`src/rtl/gpio_port_pkg.sv`:
```
package gpio_port_pkg;
   localparam int unsigned OFS_DIR = 'h00;
   localparam int unsigned OFS_ODE = 'h04;
   localparam int unsigned OFS_DAT = 'h08;

   typedef enum logic [1:0] {
      SEL_NONE,
      SEL_DIR,
      SEL_ODE,
      SEL_DAT
   } reg_sel_e;
endpackage

```
`src/rtl/gpio_sync.sv`:
```
module gpio_sync #(
   parameter int unsigned WIDTH  = 32,
   parameter int unsigned STAGES = 2
) (
   input  logic             clk,
   input  logic             rst_n,
   input  logic [WIDTH-1:0] d,
   output logic [WIDTH-1:0] q
);
   logic [WIDTH-1:0] chain [STAGES];

   for (genvar s = 0; s < STAGES; s++) begin : g_stage
      if (s == 0) begin : g_first
         always_ff @(posedge clk or negedge rst_n) begin
            if (!rst_n) chain[s] <= '0;
            else        chain[s] <= d;
         end
      end else begin : g_next
         always_ff @(posedge clk or negedge rst_n) begin
            if (!rst_n) chain[s] <= '0;
            else        chain[s] <= chain[s-1];
         end
      end
   end

   assign q = chain[STAGES-1];
endmodule

```
`src/rtl/gpio_pin_ctrl.sv`:
```
module gpio_pin_ctrl (
   input  logic dir,
   input  logic open_drain,
   input  logic dat,
   output logic oe,
   output logic out
);
   // Open-drain pins release the pad for a one and pull low for a zero.
   assign oe  = dir & ~(open_drain & dat);
   assign out = oe & dat;
endmodule

```
`src/rtl/gpio_port_regs.sv`:
```
module gpio_port_regs
   import gpio_port_pkg::*;
#(
   parameter int unsigned NUM_PINS         = 32,
   parameter int unsigned ADDR_W           = 8,
   parameter int unsigned SYNC_STAGES      = 2,
   parameter bit          READ_DRIVEN      = 1'b1,
   parameter bit          INPUT_ONLY_EN    = 1'b1,
   parameter int unsigned INPUT_ONLY_FIRST = 28
) (
   input  logic                clk,
   input  logic                rst_n,
   input  logic [ADDR_W-1:0]   bus_addr,
   input  logic                bus_wr,
   input  logic [NUM_PINS-1:0] bus_wdata,
   input  logic                bus_rd,
   output logic [NUM_PINS-1:0] bus_rdata,
   input  logic [NUM_PINS-1:0] pad_in,
   output logic [NUM_PINS-1:0] pad_oe,
   output logic [NUM_PINS-1:0] pad_out
);
   localparam int unsigned MSB = NUM_PINS - 1;

   if (NUM_PINS < 1 || NUM_PINS > 32) begin : g_bad_pins
      $error("gpio_port_regs: NUM_PINS must lie in 1..32");
   end
   if (ADDR_W < 4) begin : g_bad_addr
      $error("gpio_port_regs: ADDR_W too small for the register offsets");
   end
   if (SYNC_STAGES < 2) begin : g_bad_sync
      $error("gpio_port_regs: SYNC_STAGES must be at least 2");
   end
   if (INPUT_ONLY_FIRST > NUM_PINS) begin : g_bad_lock
      $error("gpio_port_regs: INPUT_ONLY_FIRST beyond the last pin");
   end

   logic [NUM_PINS-1:0] dir_q, od_q, dat_q;
   logic [NUM_PINS-1:0] dir_wmask;
   logic [NUM_PINS-1:0] pad_sync;
   logic [NUM_PINS-1:0] dat_view;
   reg_sel_e            sel;

   // Register bit b carries pin (MSB - b).
   for (genvar b = 0; b < NUM_PINS; b++) begin : g_bit
      localparam int unsigned PIN = MSB - b;
      if (INPUT_ONLY_EN && PIN >= INPUT_ONLY_FIRST) begin : g_locked
         assign dir_wmask[b] = 1'b0;
      end else begin : g_free
         assign dir_wmask[b] = 1'b1;
      end

      gpio_pin_ctrl u_pin (
         .dir        (dir_q[b]),
         .open_drain (od_q[b]),
         .dat        (dat_q[b]),
         .oe         (pad_oe[b]),
         .out        (pad_out[b])
      );
   end

   always_comb begin
      if (bus_addr == ADDR_W'(OFS_DIR))      sel = SEL_DIR;
      else if (bus_addr == ADDR_W'(OFS_ODE)) sel = SEL_ODE;
      else if (bus_addr == ADDR_W'(OFS_DAT)) sel = SEL_DAT;
      else                                   sel = SEL_NONE;
   end

   always_ff @(posedge clk or negedge rst_n) begin
      if (!rst_n) begin
         dir_q <= '0;
         od_q  <= '0;
         dat_q <= '0;
      end else if (bus_wr) begin
         case (sel)
            SEL_DIR: dir_q <= bus_wdata & dir_wmask;
            SEL_ODE: od_q  <= bus_wdata;
            SEL_DAT: dat_q <= bus_wdata;
            default: ;
         endcase
      end
   end

   gpio_sync #(
      .WIDTH  (NUM_PINS),
      .STAGES (SYNC_STAGES)
   ) u_sync (
      .clk   (clk),
      .rst_n (rst_n),
      .d     (pad_in),
      .q     (pad_sync)
   );

   if (READ_DRIVEN) begin : g_rd_driven
      assign dat_view = (dir_q & dat_q) | (~dir_q & pad_sync);
   end else begin : g_rd_pad
      assign dat_view = pad_sync;
   end

   always_ff @(posedge clk or negedge rst_n) begin
      if (!rst_n) begin
         bus_rdata <= '0;
      end else if (bus_rd) begin
         case (sel)
            SEL_DIR: bus_rdata <= dir_q;
            SEL_ODE: bus_rdata <= od_q;
            SEL_DAT: bus_rdata <= dat_view;
            default: bus_rdata <= '0;
         endcase
      end
   end
endmodule

```
`config.mk`:
```
export PLATFORM = sky130hd
export DESIGN_NAME = gpio_port_regs
export DESIGN_NICKNAME = d
export VERILOG_FILES = /design/src/rtl/gpio_port_pkg.sv /design/src/rtl/gpio_sync.sv /design/src/rtl/gpio_pin_ctrl.sv /design/src/rtl/gpio_port_regs.sv
export SDC_FILE = /design/constraint.sdc
export NUM_CORES = 1
export LEC_CHECK = 0
export BUFFER_PORTS_ARGS = -buffer_cell sky130_fd_sc_hd__clkbuf_2
export CORE_ASPECT_RATIO = 0.6
export CORE_UTILIZATION = 61
export CTS_BUF_LIST = sky130_fd_sc_hd__clkbuf_4 sky130_fd_sc_hd__clkbuf_8
export DETAILED_ROUTE_END_ITERATION = 7
export PLACE_DENSITY = 0.84
export SKIP_LAST_GASP = 1
export SLEW_MARGIN = 20
export SYNTH_ARGS = -nofsm -noshare
export SYNTH_HDL_FRONTEND = slang
export SYNTH_SLANG_ARGS = --single-unit
```
`constraint.sdc`:
```
create_clock -name clk -period 3.1 [get_ports clk]
set_clock_uncertainty 0.15 [all_clocks]
set_input_delay 0.155 -clock clk [delete_from_list [all_inputs] [get_ports clk]]
set_output_delay 0.155 -clock clk [all_outputs]
set_load 0.03 [all_outputs]
```
==> metrics <==
part of the cycle the worst path needs 0.612; Die Wd 151 µm; peak supply drop 0.000262 V; GRT Max-Usage Layer met2; # resized after CTS 0; GRT met2 Usage 0.434; initial antenna violation count 0; GRT Residual Overflow 0; RSZ-0062 raised after global routing false; top_reg_cell synth dfrtp_1; worst-skew pair later-pin latency 0.45 ns; Worst EP arrival 2.08 ns; # fillers 813; Total GRT Usage 0.279; die area 13700 µm²; row count 32; syn avg cell area 13.2 µm²; Layout area overhead 19.5%; highest clock rate 527 MHz; largest net degree at the start of global routing 81; Cells after Synth 614; Root Driver clkbuf_8; Final Critical Period 1.90 ns; Slowest-stage cell, CP nand3_4; largest cells by area after synthesis dfrtp_1 (57%), mux2_4 (7.4%), mux2_2 (6.1%), buf_4 (5.9%), a21boi_0 (2.6%); Multi-input gate area 2860 µm²; setup bufs post-CTS 0; met1 usage 0.384; clk sinks 184; Fin. Hold Viols 0; headroom to the max-slew limit 0.521; met3 Track Usage GR 0.0648; worst-path fanout max 28; post-synthesis compound-gate area fraction 0.111; post-synthesis mux area share 0.159; Post-synth ARST share 1.00; TritonCTS clock tree done; Data required, critical path 3.28 ns; first-pass iteration count of the detailed router 5; Synthesis Warnings 0; CP Capture Type flip-flop; status finished clean; hpwl dp 11500 µm; clk buf depth 2; share of the synthesized area in the top cell type 0.570; FF+latch area 4600 µm²; vias in the first global route 5585; Core Area 12900 µm²; Yosys cell types 31; post-DR wirelength/cell 18.4 µm; Inserted Diodes 0; xor/xnor share of the synthesized area 0; max-cap check violation count 0; sequential cell area fraction in the yosys report 0.570; Worst Path Buf+Inv 1; Synth area leader dfrtp_1; setup total negative slack 0 ns; Max stage delay on crit path 0.55 ns; FF-to-FF setup slack 1.74 ns; I/O pin count 172; Simple-Gate Fraction of Synth Area 0.0802; endpoints failing setup 0; final WL 17800 µm; CTS Buf Count 17; routed via count 5346; Synth top cells by count dfrtp_1 (184), buf_4 (64), mux2_2 (44); CTS HTree Levels 4; initial core utilization 0.627; Power per Cell Area 484 nW/µm²; die height 91.1 µm; Starting DRT DRC Count 247; largest family of logic cells by synthesized area multiplexers; critical path launch point type primary input; first-pass GRT wire length 28700 µm; mapped cell area 8080 µm²; # DRC 0; Clock Pin Slew Worst Setup and Hold Paths 0.10 ns; Post-Synth Adder-Cell Area 0; fin. max-slew vios 0; #FFs+latches synth 184; P_leak 0.00505 µW; Total Power 4670 µW; GP Congestion 0.823; # port buffers 163; count leader, synth dfrtp_1; crit path kind primary input to flip-flop; delay-heaviest family, CP simple AND/OR/NAND/NOR gates; nets 864; share of post-route cells with drive strength above 1 0.368; Worst-Margin Slew 0.717 ns; critical path cell sequence clkbuf_2 -> nor2b_1 -> nand3_4 -> mux2_4; Hold WC Path Type primary input to flip-flop; drt via density 5.51; EDFF count, synth 0; hold-fix buffers at CTS 66; final antenna-violating net count 0
sequential cells by signal, indices dropped and copies added, names as in the netlist:
name          cells
u_sync.q         32
dat_q            28
od_q             32
u_sync.chain     32
bus_rdata        32
dir_q            28
stage by stage:
stage	util	hold slack [ns]	setup slack (ns)	std cells	cell area [µm²]
2_1_floorplan	-	-0.291	1.25	621	8100
3_3_place_gp	0.666	0.0280	0.788	873	8580
3_5_place_dp	0.666	0.0410	0.733	873	8580
4_1_cts	0.749	0.0539	1.23	971	9650
5_1_grt	0.749	0.103	1.12	971	9650
6_report	0.749	0.0755	1.20	971	9650
worst min-delay path: cells and delay by family:
kind / cells / cell delay [ns]
AND/OR/NAND/NOR: 3 / 0.33
AO/OA/AOI/OAI: 1 / 0.07
buffers and inverters: 1 / 0.08
logic make-up (layout without fill, tap and decap cells):
family | after synthesis | count (layout)
buffers and inverters | 93 | 273
flip-flops | 184 | 184
AND/OR/NAND/NOR | 115 | 115
AO/OA/AOI/OAI | 119 | 119
multiplexers | 102 | 102
other | 1 | 8
final cells by class:
type | instances | share of cell area
flip-flops and latches | 184 | 0.477
inverters | 5 | 0.00194
clock buffers | 18 | 0.0257
well taps | 170 | 0.0220
clock inverters | 14 | 0.0168
multi-input cells | 344 | 0.296
repair buffers | 236 | 0.160
final timing paths:
path	start	to	depth (start not counted)
max reg2reg	dir_q[15]	bus_rdata[15]	4
min	bus_addr[7]	bus_rdata[2]	5
max	bus_addr[2]	dat_q[13]	4
min reg2reg	u_sync.chain[32]	u_sync.q[0]	0
max in group asynchronous	rst_n	dir_q[31]	3
min in group asynchronous	rst_n	bus_rdata[10]	2
where the power goes:
part	internal [µW]	switching (µW)	total, µW
Sequential	2500	74.1	2570
Combinational	213	235	448
Clock	762	895	1660
Total	3470	1200	4670
metal layers:
layer | part of all wire | up-vias | wire length, µm
met5 | 0 | - | 0
met4 | 0.020 | 0 | 356
met3 | 0.085 | 31 | 1520
met2 | 0.47 | 241 | 8340
met1 | 0.43 | 2647 | 7620
li1 | - | 2427 | -
cell usage in the layout (no fill, tap or decap), types with 2 or more instances in the layout:
cell           instances
a21o_1                13
nand2_1               43
inv_8                  2
conb_1                 8
nand2b_1              15
buf_4                  6
mux2_4                40
nand3_4                3
clkbuf_8              18
and3b_1               16
mux2i_1               14
dfrtp_1              184
a22o_1                17
bufinv_16              2
nand3_1                5
o2bb2ai_1             15
mux2_2                44
a21oi_1               14
nor2_1                27
clkinvlp_4             3
inv_1                  5
o21ai_0               17
clkbuf_2             162
a21boi_0              28
dlygate4sd3_1         66
a2bb2oi_1             14
inv_6                  5
mux2_1                 4
(Power assumes the default switching activity.)
